## src/rtl/divinit_pkg.sv

```systemverilog
package divinit_pkg;
   typedef enum logic [2:0] {
      DOP_SDIV  = 3'b000,
      DOP_UDIV  = 3'b001,
      DOP_UBYTE = 3'b010,
      DOP_UHALF = 3'b011,
      DOP_PAR   = 3'b100
   } dop_e;

   localparam int unsigned LAST_DIVINIT = 3;
   localparam int unsigned LAST_KNOWN   = 4;
endpackage

```

## src/rtl/divinit_shape.sv

```systemverilog
module divinit_shape #(
   parameter int unsigned DATA_W = 32
) (
   input  logic [2:0]        op_i,
   input  logic [DATA_W-1:0] a_i,
   output logic [DATA_W-1:0] lo_o,
   output logic [DATA_W-1:0] hi_o
);
   import divinit_pkg::*;
   localparam int unsigned NBYTES  = DATA_W / 8;
   localparam int unsigned BYTE_SH = DATA_W - 8;
   localparam int unsigned HALF_SH = DATA_W / 2;

   logic [DATA_W-1:0] par_word;

   generate
      for (genvar g = 0; g < NBYTES; g++) begin : g_par
         assign par_word[8*g]         = ^a_i[8*g +: 8];
         assign par_word[8*g+1 +: 7]  = '0;
      end
   endgenerate

   always_comb begin
      lo_o = '0;
      hi_o = '0;
      case (dop_e'(op_i))
         DOP_SDIV: begin
            lo_o = a_i;
            hi_o = {DATA_W{a_i[DATA_W-1]}};
         end
         DOP_UDIV: begin
            lo_o = a_i;
            hi_o = '0;
         end
         DOP_UBYTE: begin
            lo_o = a_i << BYTE_SH;
            hi_o = a_i >> 8;
         end
         DOP_UHALF: begin
            lo_o = a_i << HALF_SH;
            hi_o = a_i >> HALF_SH;
         end
         DOP_PAR: begin
            lo_o = par_word;
            hi_o = '0;
         end
         default: begin
            lo_o = '0;
            hi_o = '0;
         end
      endcase
   end
endmodule

```

## src/rtl/divinit_ovf.sv

```systemverilog
module divinit_ovf #(
   parameter int unsigned DATA_W = 32
) (
   input  logic [2:0]        op_i,
   input  logic              rev_new_i,
   input  logic [DATA_W-1:0] a_i,
   input  logic [DATA_W-1:0] b_i,
   input  logic [DATA_W-1:0] hi_prev_i,
   output logic              ovf_o
);
   import divinit_pkg::*;
   localparam logic [DATA_W-1:0] MIN_INT = {1'b1, {(DATA_W-1){1'b0}}};

   logic              b_zero;
   logic [DATA_W-1:0] mag_hi;
   logic [DATA_W-1:0] mag_b;
   logic              mag_ovf;

   assign b_zero  = (b_i == '0);
   assign mag_hi  = hi_prev_i[DATA_W-1] ? (~hi_prev_i + 1'b1) : hi_prev_i;
   assign mag_b   = b_i[DATA_W-1] ? (~b_i + 1'b1) : b_i;
   assign mag_ovf = (mag_hi >= mag_b);

   always_comb begin
      case (dop_e'(op_i))
         DOP_SDIV:  ovf_o = b_zero || ((&b_i) && (a_i == MIN_INT));
         DOP_UDIV:  ovf_o = b_zero;
         DOP_UBYTE,
         DOP_UHALF: ovf_o = rev_new_i ? b_zero : mag_ovf;
         default:   ovf_o = 1'b0;
      endcase
   end
endmodule

```

## src/rtl/divinit_unit.sv

```systemverilog
module divinit_unit #(
   parameter int unsigned DATA_W   = 32,
   parameter int unsigned PRIM_W   = 8,
   parameter logic [PRIM_W-1:0] PRIM_CODE = 8'h4B
) (
   input  logic              clk,
   input  logic              rst,
   input  logic              valid_i,
   input  logic [PRIM_W-1:0] prim_op_i,
   input  logic [2:0]        sec_op_i,
   input  logic              rev_new_i,
   input  logic              sv_clr_i,
   input  logic [DATA_W-1:0] a_i,
   input  logic [DATA_W-1:0] b_i,
   input  logic [DATA_W-1:0] hi_prev_i,
   output logic [DATA_W-1:0] res_lo_o,
   output logic [DATA_W-1:0] res_hi_o,
   output logic              v_o,
   output logic              sv_o,
   output logic              av_o,
   output logic              illegal_o
);
   import divinit_pkg::*;

   initial begin
      if (DATA_W % 16 != 0 || DATA_W < 16)
         $error("divinit_unit: DATA_W must be a multiple of 16");
   end

   logic              hit, known, is_div;
   logic [DATA_W-1:0] nx_lo, nx_hi;
   logic              nx_ovf;

   assign hit    = valid_i && (prim_op_i == PRIM_CODE);
   assign known  = (32'(sec_op_i) <= LAST_KNOWN);
   assign is_div = (32'(sec_op_i) <= LAST_DIVINIT);

   divinit_shape #(.DATA_W(DATA_W)) u_shape (
      .op_i (sec_op_i),
      .a_i  (a_i),
      .lo_o (nx_lo),
      .hi_o (nx_hi)
   );

   divinit_ovf #(.DATA_W(DATA_W)) u_ovf (
      .op_i      (sec_op_i),
      .rev_new_i (rev_new_i),
      .a_i       (a_i),
      .b_i       (b_i),
      .hi_prev_i (hi_prev_i),
      .ovf_o     (nx_ovf)
   );

   always_ff @(posedge clk) begin
      if (rst) begin
         res_lo_o  <= '0;
         res_hi_o  <= '0;
         v_o       <= 1'b0;
         sv_o      <= 1'b0;
         av_o      <= 1'b0;
         illegal_o <= 1'b0;
      end else begin
         illegal_o <= hit && !known;
         if (hit && known) begin
            res_lo_o <= nx_lo;
            res_hi_o <= nx_hi;
         end
         if (hit && is_div) begin
            v_o  <= nx_ovf;
            av_o <= 1'b0;
            sv_o <= (sv_o && !sv_clr_i) || nx_ovf;
         end else if (sv_clr_i) begin
            sv_o <= 1'b0;
         end
      end
   end

   p_signed_fill_r2: assert property (@(posedge clk) disable iff (rst)
      (hit && sec_op_i == DOP_SDIV) |=> (res_hi_o == {DATA_W{$past(a_i[DATA_W-1])}}));

   p_unsigned_hi_zero_r4: assert property (@(posedge clk) disable iff (rst)
      (hit && sec_op_i == DOP_UDIV) |=> (res_hi_o == '0 && res_lo_o == $past(a_i)));

   p_parity_hi_zero_r10: assert property (@(posedge clk) disable iff (rst)
      (hit && sec_op_i == DOP_PAR) |=> (res_hi_o == '0 && $stable(v_o)));

   p_miss_quiet_r1: assert property (@(posedge clk) disable iff (rst)
      (!hit) |=> ($stable(res_lo_o) && $stable(res_hi_o) && $stable(v_o) && !illegal_o));

   p_illegal_hold_r11: assert property (@(posedge clk) disable iff (rst)
      (hit && !known) |=> (illegal_o && $stable(res_lo_o) && $stable(res_hi_o) && $stable(v_o)));

   p_v_with_sv_r9: assert property (@(posedge clk) disable iff (rst)
      $rose(v_o) |-> sv_o);

   p_sv_sticky_r9: assert property (@(posedge clk) disable iff (rst)
      (sv_o && !sv_clr_i) |=> sv_o);
endmodule

```

## config.mk

```make
export PLATFORM = sky130hd
export DESIGN_NAME = divinit_unit
export DESIGN_NICKNAME = d
export VERILOG_FILES = /design/src/rtl/divinit_pkg.sv /design/src/rtl/divinit_shape.sv /design/src/rtl/divinit_ovf.sv /design/src/rtl/divinit_unit.sv
export SDC_FILE = /design/constraint.sdc
export NUM_CORES = 1
export LEC_CHECK = 0
export BUFFER_PORTS_ARGS = -buffer_cell sky130_fd_sc_hd__buf_2
export CAP_MARGIN = 10
export CORE_UTILIZATION = 30
export DETAILED_ROUTE_END_ITERATION = 12
export PLACE_DENSITY_LB_ADDON = 0.08
export SYNTH_ARGS = -nofsm -noshare
export SYNTH_HDL_FRONTEND = slang
export SYNTH_SLANG_ARGS = --single-unit
```

## constraint.sdc

```tcl
create_clock -name clk -period 4.8 [get_ports clk]
set_input_delay 0.96 -clock clk [delete_from_list [all_inputs] [get_ports clk]]
set_output_delay 0.96 -clock clk [all_outputs]
set_load 0.1 [all_outputs]
```

==> results.toml <==
[status]
status = "completed"

[sta]
max_freq_ghz = 0.232
max-slew-margin-rel = 0.249
worst_clock_skew_ns = 0
period_needed_ns = 4.31
hold_viol = 0
fin_tns_setup_ns = 0
hold_ws_ns = 0.450
worstMarginPinSlew_ns = 1.13
fin_ws_ns = 0.491
period_share = 0.898
drv_slew = 0
setup_viol = 0
rsz0062_at_grt = "no"

[cts]
cts_sinks = 60
cts_made_buffers = 9
insertion_delay_ns = 0.34
clockRootBuffer = "clkbuf_16"
ctsHoldBuffers = 0
cts_tree = "yes"
cts_resized = 0
cts_max_path_buffers = 2
path_clk_slew_ns = 0.06
postCtsSetupBuffers = 0
htree_levels = 3

[power]
internal-power_uw = 1090
powerDensity_nw_per_um2 = 237
vdd_drop_max_v = 0.000258
p_leak_uw = 0.00293
sw_frac_of_total = 0.306
pwr-share-comb = 0.257
clockPowerShare = 0.426
p_seq_frac = 0.316
switchingPower_uw = 482

[setup_path]
path_cells = "buf_2, or3_4, or4_4, or2_4, or4_4, o31ai_2, xnor2_1, ha_1, nand4_1, or4_1, o31ai_1, o31ai_1, a21oi_1"
ff2ff_setup_slack_ns = 4.04
start_kind = "input port"
r2r_cells = 2
reg2reg_from = "res_hi_o[30]"
crit_buf_inv = 1
r2r-end = "res_hi_o[30]"
cp_max_fo = 5
critical_path.endpoint = "v_o"
arrival_ns = 4.57
worst-path-stages = 13
cp_slowest_cell = "or4_1"
worstSetupEndpointType = "register"
path_class = "input port to register"
path_delay_family = "simple AND/OR/NAND/NOR gates"
worstPathRequired_ns = 5.06
critPathMaxStageDelay_ns = 0.55
crit_start = "hi_prev_i[3]"

[logic_synthesis]
yosys_warnings = 0
synthMuxAreaShare = 0.0131
synthesis.area_um2 = 5330
synth-seq-area-share = 0.225
syn_nets = 888
ys.flop_type = "dfxtp_1"
yosysUniqueCellTypes = 52
synth_edf_count = 0
ys_seq_elements = 60
synth_top_family_by_area = "simple AND/OR/NAND/NOR gates"
synth_cells = 725
synth-compound-area-share = 0.224
synth_xor_area_frac = 0.115
yosys.area_share.adder = 0.120
synthArstFlopShare = 0
synthSimpleGateAreaFrac = 0.234
synth.avg_cell_area_um2 = 7.35

[floorplan]
row_count = 48
die_x_um = 135
die_height_um = 135
placeableCoreArea_um2 = 17300
boundaryPins = 180
initial_core_util = 0.308
dieArea_um2 = 18300

[routing]
via_count = 5701
drtIter0Drc = 317
drcViolationCount = 0
post_drt_wl_per_cell_um = 16.9
ant_nets = 0
routed_wl_um = 18600
drtPass1Iterations = 4
viasPerCell = 5.17

[placement]
io_buffer_count = 178
gp_congestion = 0.895
hpwl_um = 14800
post-place-ws_ns = 0.169

[grt]
gr-total-overflow = 0
grt_pass1_wl_um = 28300
grt_pass1_vias = 5379
grt_max_degree = 61
grt_antenna_before_repair = 1
grt_util_all_layers = 0.201

[finish]
final_net_count = 1033
drive_above_1_share = 0.248
area_growth_pct = 24.8

[run]
cap_viol_max_count = 0

[worst_hold_path]
hold_class = "register to register"
==> sequential cells by signal, summed over array words and instances (netlist names) <==
signal / flops
res_hi_o: 25
res_lo_o: 32
illegal_o: 1
sv_o: 1
v_o: 1
==> worst min-delay path by stage <==
stage	start	endpoint	slack, ns	cells after the start
global placement	res_lo_o[11]	res_lo_o[11]	0.44	2
CTS	res_lo_o[15]	res_lo_o[15]	0.45	2
finish	res_lo_o[15]	res_lo_o[15]	0.45	2
detailed placement	res_lo_o[14]	res_lo_o[14]	0.45	2
floorplan	res_lo_o[1]	res_lo_o[1]	0.88	2
global route	res_lo_o[14]	res_lo_o[14]	0.47	2
==> final cells by class <==
cell class	instances	area, µm²
multi-input combinational	576	3770
tap	225	282
antenna	2	5.00
clock inverter	5	60.1
clock buffer	11	253
inverter	38	143
sequential	60	1200
fill	1897	10600
timing repair buffer	185	943
==> through the flow <==
| stage | std cells | cell area (µm²) | util | power (µW) |
|---|---|---|---|---|
| CTS | 1100 | 6650 | 0.384 | 1590 |
| global route | 1101 | 6650 | 0.385 | 1660 |
| finish | 1102 | 6660 | 0.385 | 1580 |
| detailed placement | 1084 | 6340 | 0.366 | 914 |
| global placement | 1084 | 6340 | 0.366 | 907 |
| floorplan | 725 | 5330 | - | 764 |
==> kinds of logic (layout without fill, tap and decap cells) <==
family,Yosys count,in the layout
simple gates,251,251
compound gates,196,196
buf+inv,89,239
xor+xnor,70,70
flops,60,60
fa+ha+maj,51,51
mux,7,7
other cells,1,3
==> cells in the mapped netlist (all sizes together) (4+ instances only) <==
cell type  instances  area [µm²]
o41ai              8        77.6
nand2b             6        37.5
nand3             26         130
o21ai             50         250
nand2             62         233
xor2              29         254
buf               12        75.1
nor2              78         293
a21oi             86         430
or3                8        55.1
xnor2             41         359
dfxtp             60        1200
ha                51         638
o21a               7        52.6
clkbuf            39         146
nor4               8        62.6
or4               10        86.3
mux2i              7        70.1
o31ai             21         181
nor3              15        75.1
nand4             16         100
inv               38         143
a2111oi            6        52.6
a2bb2oi            8        70.1
nor2b              5        31.3
or2                4        27.5
a211oi             4        30.0
==> routing by layer <==
metal,wire length (µm),vias up,part of all wire,GRT usage
li1,-,2867,-,-
met1,8430,2675,0.45,0.254
met2,9020,151,0.48,0.341
met3,1030,8,0.055,0.0456
met4,159,0,0.0085,0.0537
met5,0,-,0,0
==> cells in the final DEF (no fill, tap or decap), types with 3 or more instances in the layout <==
master / instances
nand2_1: 61
nand3_1: 26
or4_4: 3
ha_1: 51
nor2b_1: 5
a211oi_1: 4
o21a_1: 7
inv_1: 38
o21ai_1: 4
nand2b_1: 6
a2111oi_0: 6
o21ai_0: 46
xnor2_1: 41
o31ai_1: 18
buf_4: 7
nand4_1: 16
nor2_1: 78
or4_1: 7
xor2_1: 29
dfxtp_1: 60
clkbuf_16: 9
a21oi_1: 86
or3_1: 7
o41ai_1: 7
nor3_1: 15
and2_1: 3
nor4_1: 6
buf_2: 178
a2bb2oi_1: 8
mux2i_1: 7
==> power groups by stage <==
stage | registers [µW] | logic, µW | clock network [µW]
floorplan | 511 | 253 | 0
global placement | 509 | 398 | 0
detailed placement | 509 | 404 | 0
CTS | 499 | 407 | 686
global route | 498 | 457 | 708
finish | 499 | 406 | 672
==> worst reg2reg max path, stage by stage (launching register included) <==
cell and delay [ns]:
dfxtp_1 0.46, nand2_1 0.08, a21oi_1 0.14
Note: power is estimated with default switching activity, not from simulation.
